$ cat src/rtl/pan_pkg.sv
package pan_pkg;

    typedef enum logic [2:0] {
        CMD_HOLD    = 3'd0,
        CMD_FINE_DN = 3'd1,
        CMD_FINE_UP = 3'd2,
        CMD_COARSE  = 3'd3,
        CMD_CLEAR   = 3'd4
    } pan_cmd_e;

    typedef enum logic {
        DIR_LEFT  = 1'b0,
        DIR_RIGHT = 1'b1
    } pan_dir_e;

endpackage

$ cat src/rtl/pan_cmd_decode.sv
module pan_cmd_decode
    import pan_pkg::*;
(
    input  logic     step_i,
    input  logic     clear_i,
    input  logic     left_i,
    input  logic     right_i,
    output pan_cmd_e cmd_o
);

    always_comb begin
        if (clear_i) begin
            cmd_o = CMD_CLEAR;
        end else if (!step_i) begin
            cmd_o = CMD_HOLD;
        end else begin
            unique case ({left_i, right_i})
                2'b10:   cmd_o = CMD_FINE_DN;
                2'b01:   cmd_o = CMD_FINE_UP;
                2'b11:   cmd_o = CMD_COARSE;
                default: cmd_o = CMD_HOLD;
            endcase
        end
    end

endmodule

$ cat src/rtl/pan_dir_fsm.sv
module pan_dir_fsm
    import pan_pkg::*;
(
    input  logic     clk_i,
    input  logic     rst_ni,
    input  pan_cmd_e cmd_i,
    output pan_dir_e dir_o,
    output logic     dir_right_o
);

    pan_dir_e state_q, state_d;

    // next-state logic
    always_comb begin
        state_d = state_q;
        unique case (cmd_i)
            CMD_FINE_DN: state_d = DIR_LEFT;
            CMD_FINE_UP: state_d = DIR_RIGHT;
            CMD_COARSE,
            CMD_CLEAR,
            CMD_HOLD:    state_d = state_q;
            default:     state_d = state_q;
        endcase
    end

    // state register
    always_ff @(posedge clk_i or negedge rst_ni) begin
        if (!rst_ni) begin
            state_q <= DIR_LEFT;
        end else begin
            state_q <= state_d;
        end
    end

    // outputs
    always_comb begin
        dir_o = state_q;
        unique case (state_q)
            DIR_RIGHT: dir_right_o = 1'b1;
            DIR_LEFT:  dir_right_o = 1'b0;
            default:   dir_right_o = 1'b0;
        endcase
    end

endmodule

$ cat src/rtl/pan_sat_step.sv
module pan_sat_step #(
    parameter int ADDR_W = 16,
    parameter int WIN    = 64
) (
    input  logic [ADDR_W-1:0] addr_i,
    input  logic [ADDR_W-1:0] amt_i,
    input  logic              up_i,
    output logic [ADDR_W-1:0] addr_o
);

    localparam logic [ADDR_W-1:0] ADDR_MAX = {ADDR_W{1'b1}} - ADDR_W'(WIN - 1);

    logic [ADDR_W:0] sum;

    always_comb begin
        sum = {1'b0, addr_i} + {1'b0, amt_i};
        if (up_i) begin
            addr_o = (sum > {1'b0, ADDR_MAX}) ? ADDR_MAX : sum[ADDR_W-1:0];
        end else begin
            addr_o = (addr_i < amt_i) ? '0 : (addr_i - amt_i);
        end
    end

endmodule

$ cat src/rtl/pan_window_ctrl.sv
module pan_window_ctrl
    import pan_pkg::*;
#(
    parameter int ADDR_W = 16,
    parameter int WIN    = 64
) (
    input  logic              clk_i,
    input  logic              rst_ni,
    input  logic              step_i,
    input  logic              clear_i,
    input  logic              left_i,
    input  logic              right_i,
    output logic [ADDR_W-1:0] addr_o,
    output logic              dir_right_o
);

    localparam logic [ADDR_W-1:0] AMT_FINE   = ADDR_W'(1);
    localparam logic [ADDR_W-1:0] AMT_COARSE = ADDR_W'(WIN);

    pan_cmd_e          cmd;
    pan_dir_e          dir;
    logic [ADDR_W-1:0] addr_q, addr_d, moved;
    logic [ADDR_W-1:0] amt;
    logic              up;

    pan_cmd_decode u_dec (
        .step_i (step_i),
        .clear_i(clear_i),
        .left_i (left_i),
        .right_i(right_i),
        .cmd_o  (cmd)
    );

    pan_dir_fsm u_dir (
        .clk_i      (clk_i),
        .rst_ni     (rst_ni),
        .cmd_i      (cmd),
        .dir_o      (dir),
        .dir_right_o(dir_right_o)
    );

    // choose step size and sense
    always_comb begin
        amt = AMT_FINE;
        up  = 1'b0;
        unique case (cmd)
            CMD_FINE_DN: begin amt = AMT_FINE;   up = 1'b0;               end
            CMD_FINE_UP: begin amt = AMT_FINE;   up = 1'b1;               end
            CMD_COARSE:  begin amt = AMT_COARSE; up = (dir == DIR_RIGHT); end
            CMD_CLEAR,
            CMD_HOLD:    begin amt = AMT_FINE;   up = 1'b0;               end
            default:     begin amt = AMT_FINE;   up = 1'b0;               end
        endcase
    end

    pan_sat_step #(.ADDR_W(ADDR_W), .WIN(WIN)) u_step (
        .addr_i(addr_q),
        .amt_i (amt),
        .up_i  (up),
        .addr_o(moved)
    );

    always_comb begin
        unique case (cmd)
            CMD_CLEAR:   addr_d = '0;
            CMD_HOLD:    addr_d = addr_q;
            CMD_FINE_DN,
            CMD_FINE_UP,
            CMD_COARSE:  addr_d = moved;
            default:     addr_d = addr_q;
        endcase
    end

    always_ff @(posedge clk_i or negedge rst_ni) begin
        if (!rst_ni) begin
            addr_q <= '0;
        end else begin
            addr_q <= addr_d;
        end
    end

    assign addr_o = addr_q;

endmodule

$ cat config.mk
export PLATFORM = sky130hd
export DESIGN_NAME = pan_window_ctrl
export DESIGN_NICKNAME = d
export VERILOG_FILES = /design/src/rtl/pan_pkg.sv /design/src/rtl/pan_cmd_decode.sv /design/src/rtl/pan_dir_fsm.sv /design/src/rtl/pan_sat_step.sv /design/src/rtl/pan_window_ctrl.sv
export SDC_FILE = /design/constraint.sdc
export NUM_CORES = 1
export LEC_CHECK = 0
export ABC_AREA = 1
export BUFFER_PORTS_ARGS = -buffer_cell sky130_fd_sc_hd__buf_2
export CORE_MARGIN = 3
export CORE_UTILIZATION = 35
export CTS_BUF_LIST = sky130_fd_sc_hd__clkbuf_4
export DETAILED_ROUTE_END_ITERATION = 7
export PLACE_DENSITY = 0.57
export SLEW_MARGIN = 15
export SYNTH_ARGS = -nofsm -noshare
export SYNTH_HDL_FRONTEND = slang
export SYNTH_SLANG_ARGS = --single-unit
$ cat constraint.sdc
create_clock -name clk_i -period 2.49 [get_ports clk_i]
set_input_delay 0.249 -clock clk_i [delete_from_list [all_inputs] [get_ports clk_i]]
set_output_delay 0.249 -clock clk_i [all_outputs]
set_load 0.01 [all_outputs]
Yosys cells after proc, flatten, opt, wreduce, memory -nomap -nowiden
Index checks and enable logic that the tools add are counted.
{"block": "word_totals", "ram_bits": 0, "output_inout_bits": 17, "regBits": 17, "latchBits": 0, "romBits": 0, "n_memories": 0, "inputBits": 6, "elab_cells": 28}
{"block": "op_classes", "magnitude_cmp": 2, "reduce_logical": 3, "n_shift": 0, "n_eq_ne": 7, "add_sub_neg": 2, "bitwise_logic": 1, "div_mod_pow": 0, "muxes": 11, "multipliers": 0}
{"op": "$mux W16", "n": 3}
{"op": "$pmux W16 S2", "n": 1}
{"op": "$add A16 B7 Y17", "n": 1}
{"op": "$gt A17 B16 Y1 const B", "n": 1}
{"op": "$lt A16 B7 Y1", "n": 1}
{"op": "$sub A16 B7 Y16", "n": 1}
{"op": "$mux W7", "n": 1}
{"op": "$eq A3 B2 Y1 const B", "n": 2}
{"op": "$mux W3", "n": 2}
{"op": "$pmux W1 S2", "n": 3}
{"op": "$pmux W2 S3", "n": 1}
{"op": "$eq A2 B2 Y1 const B", "n": 2}
{"op": "$reduce_bool A2 Y1", "n": 2}
{"op": "$eq A3 B1 Y1 const B", "n": 1}
{"op": "$eq A3 B3 Y1 const B", "n": 1}
{"op": "$reduce_or A3 Y1", "n": 1}
{"op": "$eq A2 B1 Y1 const B", "n": 1}
{"op": "$not A1 Y1", "n": 1}

Logic depth before layout (Yosys ltp)
Gate-level depths: netlist of run 1.
{"block": "logic_depth", "ltp_word": 11, "depth_mapped": 21, "depth_no_buf": 21}

Modules after synthesis
Synthesis of run 1 repeated with hierarchy kept, for this count alone.
{"block": "unflattened", "hier_cells": 498, "hier_area_um2": 3090.5}
{"module": "pan_sat_step", "instances": 1, "cells_per_inst": 403, "area_each_um2": 2203.4, "seq_area_each_um2": 0.0}
{"module": "pan_window_ctrl", "instances": 1, "cells_per_inst": 81, "area_each_um2": 804.5, "seq_area_each_um2": 400.4}
{"module": "pan_dir_fsm", "instances": 1, "cells_per_inst": 9, "area_each_um2": 60.1, "seq_area_each_um2": 25.0}
{"module": "pan_cmd_decode", "instances": 1, "cells_per_inst": 5, "area_each_um2": 22.5, "seq_area_each_um2": 0.0}

Worst setup path before layout of run 1
No wires, ideal clock.
{"block": "synth_path", "path_type": "input -> register", "startpoint": "input clear_i", "endpoint": "register addr_q[5], in the netlist addr_o[5]", "cell_stages": 19, "setup_ns": 0.123, "n_path_buf": 0, "required_ns": 2.367, "t_arrival_ns": 2.111, "path_slack_ns": 0.257, "cell_sequence": "inv_2 > nand3_1 > nor2_1 > inv_1 > ha_1 > inv_2 > nand2_1 > nor2_1 > nand2_1 > nand2_2 > nand3_1 > nand2_1 > nand2_1 > nor2_2 > nand3_2 > nand2_4 > nand2_4 > nand2_1 > o21ai_1"}
{"block": "synth_via", "elab_chain_len": 8, "word_cells_on_any_way": 17, "classes_between": "2 x add/sub; 2 x order compare; 4 x eq/ne; 7 x mux; 2 x reduce/logical"}
{"item": "from (decl)", "line": "pan_window_ctrl.sv:10", "source": "input logic clear_i,"}
{"item": "$mux W3 *", "line": "pan_cmd_decode.sv:12", "source": "if (clear_i) begin"}
{"item": "$eq A3 B2 Y1", "line": "pan_window_ctrl.sv:46, pan_window_ctrl.sv:64"}
{"item": "$mux W7", "line": "pan_window_ctrl.sv:46", "source": "unique case (cmd)"}
{"item": "$add A16 B7 Y17", "line": "pan_sat_step.sv:16", "source": "sum = {1'b0, addr_i} + {1'b0, amt_i};"}
{"item": "$gt A17 B16 Y1", "line": "pan_sat_step.sv:18", "source": "addr_o = (sum > {1'b0, ADDR_MAX}) ? ADDR_MAX : sum[ADDR_W-1:0];"}
{"item": "$mux W16", "line": "pan_sat_step.sv:18"}
{"item": "$mux W16", "line": "pan_sat_step.sv:17", "source": "if (up_i) begin"}
{"item": "$pmux W16 S2", "line": "pan_window_ctrl.sv:64", "source": "unique case (cmd)"}
{"item": "to (signal assigned)", "line": "pan_window_ctrl.sv:78", "source": "addr_q <= addr_d;"}
{"item": "to (decl)", "line": "pan_window_ctrl.sv:22", "source": "logic [ADDR_W-1:0] addr_q, addr_d, moved;"}
Mark *: on every way between the ends. The rest lies on a longest branch, timed or not.
A chain may end at the register's enable or synchronous reset.

Worst setup path in the final report of run 1
{"block": "layout_path", "startpoint": "register addr_q[6], in the netlist addr_o[6]", "endpoint": "register addr_q[7], in the netlist addr_o[7]"}
{"block": "layout_via", "elab_chain_len": 5, "word_cells_on_any_way": 8, "classes_between": "2 x add/sub; 2 x order compare; 4 x mux"}
{"item": "$add A16 B7 Y17", "line": "pan_sat_step.sv:16"}
{"item": "$gt A17 B16 Y1", "line": "pan_sat_step.sv:18"}
{"item": "$mux W16", "line": "pan_sat_step.sv:18"}
{"item": "$mux W16 *", "line": "pan_sat_step.sv:17"}
{"item": "$pmux W16 S2 *", "line": "pan_window_ctrl.sv:64"}
Marked as above.

==> results.toml, run 1 <==
[run_status]
status = "finished, final reports clean"

[critical_path]
cpMostUsedCell = "nand2_1"
critPathKind = "flip-flop to flip-flop"
startpoint_type = "flip-flop"
slowest_delay_ns = 0.45
arrival_ns = 2.47
r2r_start = "addr_o[6]$_DFFE_PN0P_"
end_kind = "flip-flop"
worst_ep_required_time_ns = 2.69
cp_cell_sequence = "ha_1, inv_2, nand2_1, nor2_1, nand2_1, nand2_1, nand2_2, xor2_2, nor2_2, nand3_2, nand2_4, buf_4, o21ai_2, nand2_1"
cp_slowest_cell = "dfrtp_1"
r2r_end = "addr_o[7]$_DFFE_PN0P_"
cp_max_fo = 6
rr_worst_depth = 14
r2r_slack_ns = 0.22

[floorplan]
die_w_um = 77.8
fp-row-count = 25
start_util_pct = 37.2
die-area_um2 = 6050
io_pins = 23
dieHeight_um = 77.8
core-area_um2 = 4850

[clock_tree]
htree_levels = 1
clock-sinks = 17
cts.root.buffer_cell = "clkbuf_4"
path_clk_slew_ns = 0.12
cts_made_buffers = 3
cts_max_path_buffers = 2
cts_tree = "built"
insertion_delay_ns = 0.31

[synth]
synth_nets = 320
syn-instance-count = 308
synth_area_um2 = 1800
synth.distinct_cells = 31
ys_ff_latch = 17
yosysWarnings = 0
ys_seq_area_share_pct = 23.6
syn_area_per_cell_um2 = 5.85

[cells_and_area]
area_growth_pct = 20.9
final_nets = 359
seq_area_um2 = 425
final_cell_mix = "nand2_1, nand3_1, nor2_1, inv_1, buf_2"
final_common_cell = "nand2_1"
multi_input_area_um2 = 1230
insertedDiodeCount = 0
fillers = 539
drive_above_1_share_pct = 20.5

[global_route]
grt_max_degree = 18
grt_use_total_pct = 19.6
antenna_found_initial = 0
grt_pass1_wl_um = 9550
grt_overflow = 0
grt_pass1_vias = 1973

[place]
gp_congestion = 0.938
dp_hpwl_um = 4270
port_buffers = 22

[detailed_routing]
drc = 0
dr_total_vias = 2110
ant_nets = 0
first_iter_violations = 233
drt-total-wl_um = 5640
via_per_inst = 5.11
wire_per_inst_um = 13.6
dr.pass1.iters = 5

[sta]
tns_ns = 0
period_needed_ns = 2.27
tightest_slew_ns = 0.574
slew_violations = 0
whs_ns = 0.338
max_slew_margin_pct = 61.7
fin_worst_skew_ns = 0.00759
layout_worst_path_cycle_share_pct = 91.1
hold_viol = 0
setup_viol = 0
fmax_mhz = 441
rsz0062_at_grt = "no"

[power_and_ir_drop]
powerDensity_nw_per_um2 = 1060
peakVddDrop_mv = 0.408
p_leak_nw = 1.12

[worst_hold_path]
hold_start = "step_i"
min_to = "u_dir.dir_o$_DFFE_PN0P_"
whs_path_depth = 4
hp-class = "input port to flip-flop"

[job]
drv_cap = 0
## per-layer routing
layer	vias to the layer above	wire length [um]	global-route usage, %
met1	956	2630	28.1
met5	-	0	0
li1	1073	-	-
met4	0	93	4.27
met2	73	2540	30.7
met3	8	379	3.02
## worst max-delay path: cells and delay by family, from the launching register on
kind / cells / cell delay, ns
XOR/XNOR: 1 / 0.21
AO/OA/AOI/OAI: 1 / 0.13
flip-flops: 1 / 0.45
AND/OR/NAND/NOR: 9 / 0.80
adder cells (fa/ha/maj): 1 / 0.34
buffers and inverters: 2 / 0.24
## how the worst max path moves through the flow
stage,startpoint,end,slack (ns),depth (start not counted)
2_1_floorplan,clear_i,addr_o[5]$_DFFE_PN0P_,0.26,19
3_3_place_gp,clear_i,addr_o[7]$_DFFE_PN0P_,-0.15,19
3_5_place_dp,clear_i,addr_o[7]$_DFFE_PN0P_,-0.18,19
4_1_cts,addr_o[0]$_DFFE_PN0P_,addr_o[7]$_DFFE_PN0P_,0.02,15
5_1_grt,clear_i,addr_o[7]$_DFFE_PN0P_,0.005,19
6_report,addr_o[6]$_DFFE_PN0P_,addr_o[7]$_DFFE_PN0P_,0.22,14
## stage by stage
| stage | std cells | total power, mW | cell area, um^2 | worst slack [ns] | utilization (%) |
|---|---|---|---|---|---|
| floorplan | 308 | 1.65 | 1800 | 0.257 | - |
| global placement | 407 | 2.09 | 2100 | -0.152 | 43.3 |
| detailed placement | 407 | 2.08 | 2100 | -0.175 | 43.3 |
| CTS | 412 | 2.27 | 2140 | 0.0206 | 44.1 |
| global route | 413 | 2.55 | 2180 | 0.00539 | 44.9 |
| finish | 413 | 2.30 | 2180 | 0.222 | 44.9 |
## Yosys cell counts (all sizes together)
cell type	count	area share, %
nor3	4	1.1
xnor2	1	0.49
o22ai	1	0.35
clkbuf	3	0.62
a211oi	3	1.2
clkinv	1	0.21
a21oi	8	2.6
xor2	7	3.4
dfrtp	17	24
nor2	42	9.2
a31oi	1	0.35
o211ai	2	0.83
buf	7	2.1
ha	6	4.2
nand3	41	12
nor4	1	0.35
nand2	104	23
or2	1	0.35
nand4	6	2.4
o21ai	18	5.2
inv	34	7.1
## kinds of logic after synthesis
family | synth area share [%]
and+or+nand+nor | 47.7
buffers and inverters | 10.0
AOI/OAI and AO/OA | 10.6
DFF | 23.6
xor gates and xnor gates | 3.89
adders and majority gates | 4.17
## state kept, by name, summed over array words and instances (netlist names)
register,cells
addr_o,16
u_dir.dir_o,1
## timing repair
action,CTS,global route
endpoints found under the setup margin,0,16
hold buffers,1,0
setup buffers,0,1
endpoints found under the hold margin,17,0
gates resized for setup,0,9
## layout make-up
cell class                      instances  share of cell area, %
Sequential cell                        17                   19.5
Tap cell                               67                   3.85
Timing Repair Buffer                   44                   12.8
Multi-Input combinational cell        246                   56.5
Inverter                               35                   6.03
Clock buffer                            4                   1.38
## where the power goes
group	total, mW	leakage (nW)	internal (mW)	switching (mW)
registers	0.589	0.227	0.379	0.210
logic	1.54	0.875	0.610	0.927
clock network	0.178	0.0184	0.0734	0.104
total	2.30	1.12	1.06	1.24
Note: power is estimated with default switching activity, not from simulation.
==> run 2, diff against run 1 <==
Settings changed: PLACE_DENSITY 0.57 to 0.62.
==> results.toml, run 2 (same netlist as run 1, synthesis figures left out) <==
[clock_tree]
cts.root.buffer_cell = "clkbuf_4"
clock-sinks = 17
path_clk_slew_ns = 0.12
insertion_delay_ns = 0.31
cts_max_path_buffers = 2
cts_tree = "built"
htree_levels = 1
cts_made_buffers = 3

[cells_and_area]
largest_reg_flops = 16
drive_above_1_share_pct = 18.4
final_nets = 356
insertedDiodeCount = 0
final_cell_mix = "nand2_1, nand3_1, nor2_1, inv_1, buf_2"
area_growth_pct = 18.5
fin_util_pct = 44.0
final_common_cell = "nand2_1"

[critical_path]
r2r_slack_ns = 0.18
startpoint_type = "flip-flop"
r2r_start = "addr_o[0]$_DFFE_PN0P_"
arrival_ns = 2.52
critPathKind = "flip-flop to flip-flop"
end_kind = "flip-flop"
rr_worst_depth = 14
critPathLaunch = "addr_o[0]$_DFFE_PN0P_"
cpMostUsedCell = "nand2_1"
slowest_delay_ns = 0.42
r2r_end = "addr_o[7]$_DFFE_PN0P_"
cp_cell_sequence = "ha_1, ha_1, nand3_1, clkinv_1, nand2_1, nand2_1, nand2_1, xor2_2, nor2_1, nand3_2, nand2_4, buf_4, o21ai_1, nand2_1"
cp_max_fo = 6
worst_ep_required_time_ns = 2.70
cp_slowest_cell = "dfrtp_1"

[worst_hold_path]
min_to = "u_dir.dir_o$_DFFE_PN0P_"
hold_start = "step_i"
whs_path_depth = 4
hp-class = "input port to flip-flop"

[global_route]
grt_pass1_wl_um = 9250
antenna_found_initial = 0
grt_max_degree = 18
grt_overflow = 0
grt_pass1_vias = 1964
grt_use_total_pct = 19.0

[job]
drv_cap = 0

[place]
dp_hpwl_um = 4210
gp_congestion = 0.981
port_buffers = 22

[run_status]
status = "finished, final reports clean"

[detailed_routing]
wire_per_inst_um = 13.5
first_iter_violations = 157
dr_total_vias = 2102
via_per_inst = 5.13
drt-total-wl_um = 5550
drc = 0
dr.pass1.iters = 4
ant_nets = 0

[power_and_ir_drop]
p_leak_nw = 1.11
powerDensity_nw_per_um2 = 1070
peakVddDrop_mv = 0.415

[sta]
layout_worst_path_cycle_share_pct = 92.8
slew_violations = 0
whs_ns = 0.317
max_slew_margin_pct = 64.1
tightest_slew_ns = 0.538
setup_viol = 0
fin_worst_skew_ns = 0.00574
fmax_mhz = 433
hold_viol = 0
period_needed_ns = 2.31

[floorplan]
fp-row-count = 25
core-area_um2 = 4850
io_pins = 23
start_util_pct = 37.2
die-area_um2 = 6050
die_w_um = 77.8
dieHeight_um = 77.8
-- run 2: cell types whose count changed in the layout (fill, tap and decap cells not counted), sizes merged --
cell	before	now
buf	43	40
-- run 2: how the worst max path moves through the flow --
stage / endpoint / cells past startpoint
finish: addr_o[7]$_DFFE_PN0P_ / 14
detailed placement: addr_o[7]$_DFFE_PN0P_ / 19
floorplan: addr_o[5]$_DFFE_PN0P_ / 19
CTS: addr_o[7]$_DFFE_PN0P_ / 14
global route: addr_o[7]$_DFFE_PN0P_ / 14
global placement: addr_o[7]$_DFFE_PN0P_ / 19
-- run 2: where the power goes --
group          switching [mW]  internal (mW)
clock                   0.106         0.0735
combinational           0.918          0.603
sequential              0.215          0.379
-- run 2: layer usage --
metal	global-route usage (%)	vias to the layer above	routed length (um)
met5	0	-	0
li1	-	1060	-
met2	29.0	73	2450
met4	7.12	0	119
met1	26.8	956	2650
met3	3.13	13	328
-- run 2: final cells by class --
class	instances	area, um^2
Timing Repair Buffer	41	255
Tap cell	67	83.8
Inverter	35	131
Multi-Input combinational cell	246	1210
Fill cell	513	2710
Clock buffer	4	30.0
Sequential cell	17	425
-- run 2: through the flow --
stage	cells	TNS (ns)	setup WS [ns]	power [mW]	instance area (um^2)
floorplan	308	0	0.257	1.65	1800
global placement	404	-0.310	-0.104	2.08	2070
detailed placement	404	-0.797	-0.155	2.08	2070
CTS	409	0	0.133	2.27	2110
global route	410	-0.00145	-0.000764	2.54	2130
finish	410	0	0.178	2.29	2130
-- run 2: timing repair --
item / in CTS / in global routing
hold buffers: 1 / 0
endpoints found under the setup margin: 0 / 8
setup buffers: 0 / 1
endpoints found under the hold margin: 17 / 0
gates resized for setup: 0 / 3
-- run 2: worst max-delay path: cells and delay by family (launching register included) --
kind	cells	cell delay, ns
simple gates	8	0.77
flops	1	0.42
compound gates	1	0.13
fa+ha+maj	2	0.44
xor+xnor	1	0.18
buf+inv	2	0.26
==> run 3, diff against run 2 <==
Settings changed: SETUP_SLACK_MARGIN from default to 0.4.
==> results.toml, run 3 (same netlist as run 1, synthesis figures left out) <==
[run_status]
status = "finished, final reports clean"

[detailed_routing]
via_per_inst = 5.35
dr_total_vias = 2254
ant_nets = 0
wire_per_inst_um = 15.0
dr.pass1.iters = 5
first_iter_violations = 260
drt-total-wl_um = 6320
drc = 0

[sta]
fin_ws_ns = 0.367
layout_worst_path_cycle_share_pct = 85.3
tns_ns = 0
fin_worst_skew_ns = 0.0185
whs_ns = 0.356
rsz0062_at_grt = "yes"
hold_viol = 0
fmax_mhz = 471
tightest_slew_ns = 0.590
max_slew_margin_pct = 60.7
setup_viol = 0
slew_violations = 0
period_needed_ns = 2.12

[place]
dp_hpwl_um = 4330
dpl_cell_area_um2 = 2070
pre_cts_slack_ns = 0.00461
port_buffers = 22
dp_cells = 393
gp_congestion = 0.956

[clock_tree]
cts.root.buffer_cell = "clkbuf_4"
path_clk_slew_ns = 0.10
insertion_delay_ns = 0.31
cts_tree = "built"
cts_max_path_buffers = 2
htree_levels = 1
cts_made_buffers = 3
clock-sinks = 17

[power_and_ir_drop]
powerDensity_nw_per_um2 = 1070
p_leak_nw = 1.23
peakVddDrop_mv = 0.487
p_total_mw = 2.82

[cells_and_area]
fin_util_pct = 54.2
insertedDiodeCount = 0
final_nets = 367
largest_reg_flops = 16
fillers = 475
final_common_cell = "nand2_1"
area_growth_pct = 45.9
drive_above_1_share_pct = 38.4
final_cell_mix = "nand2_1, nor2_1, inv_1, nand3_1, buf_4"
finish.instance_area_um2 = 2630
stdcell_count = 421

[critical_path]
cp_slowest_cell = "ha_4"
cp_max_fo = 5
end_kind = "flip-flop"
arrival_ns = 2.35
cp_cell_sequence = "buf_2, inv_6, nand3_4, nor2_4, inv_2, ha_4, inv_4, nand2_4, nor2_4, nand2_2, nand2_4, nand3_2, nand2_2, nand2_2, nor2_4, nand3_4, buf_4, nand3_1, nand3_1, o21ai_2"
path_buf_inv = 5
critPathKind = "input port to flip-flop"
worst_ep_required_time_ns = 2.71
startpoint_type = "input port"
slowest_delay_ns = 0.26
critPathTopFamily = "simple AND/OR/NAND/NOR gates"

[global_route]
grt_use_total_pct = 19.7
grt_overflow = 0
antenna_found_initial = 0
grt_max_degree = 18
grt_pass1_vias = 1971
grt_pass1_wl_um = 9530

[job]
drv_cap = 0

[floorplan]
start_util_pct = 37.2
die_w_um = 77.8
fp-row-count = 25
dieHeight_um = 77.8
io_pins = 23
die-area_um2 = 6050
core-area_um2 = 4850

[worst_hold_path]
hp-class = "input port to flip-flop"
-- run 3: worst paths after layout --
path                                         start                       to  slack, ns  depth (start not counted)
hold / removal                              left_i  u_dir.dir_o$_DFFE_PN0P_       0.36                          4
hold reg to reg            u_dir.dir_o$_DFFE_PN0P_  u_dir.dir_o$_DFFE_PN0P_       0.61                          2
setup reg to reg             addr_o[6]$_DFFE_PN0P_   addr_o[13]$_DFFE_PN0P_       0.37                         15
setup / recovery                           clear_i   addr_o[13]$_DFFE_PN0P_       0.37                         20
min in group asynchronous                   rst_ni   addr_o[10]$_DFFE_PN0P_       0.39                          2
max in group asynchronous                   rst_ni    addr_o[0]$_DFFE_PN0P_       1.76                          2
-- run 3: final cells by class --
cell class | instances | area (um^2) | area share (%)
multi-input combinational | 246 | 1590 | 60.6
sequential | 17 | 428 | 16.3
timing repair buffer | 52 | 353 | 13.4
inverter | 35 | 141 | 5.38
tap | 67 | 83.8 | 3.19
clock buffer | 4 | 30.0 | 1.14
-- run 3: what timing repair did --
item / CTS / global route
setup endpoints to repair: 16 / 16
setup buffers: 11 / 12
resized for setup: 18 / 63
pin swaps: 12 / 35
hold endpoints to repair: 17 / 0
hold buffers: 1 / 0
-- run 3: routing by layer --
layer	GRT usage [%]	wire (um)
met4	3.91	158
met2	33.6	3110
met1	26.2	2610
met3	3.13	438
met5	0	0
-- run 3: report_power, final --
group | switching (mW) | internal, mW | total (mW)
clock network | 0.102 | 0.0734 | 0.175
logic | 1.20 | 0.874 | 2.08
registers | 0.185 | 0.381 | 0.566
total | 1.49 | 1.33 | 2.82
-- run 3: worst register-to-register path, cell delays in order (launching register included) --
cell and delay, ns:
dfrtp_1 0.44, ha_4 0.25, inv_4 0.08, nand2_4 0.06
nor2_4 0.13, nand2_2 0.09, nand2_4 0.11, nand3_2 0.07
nand2_2 0.10, nand2_2 0.08, nor2_4 0.13, nand3_4 0.12
buf_4 0.16, nand3_1 0.07, nand3_1 0.09, o21ai_2 0.07
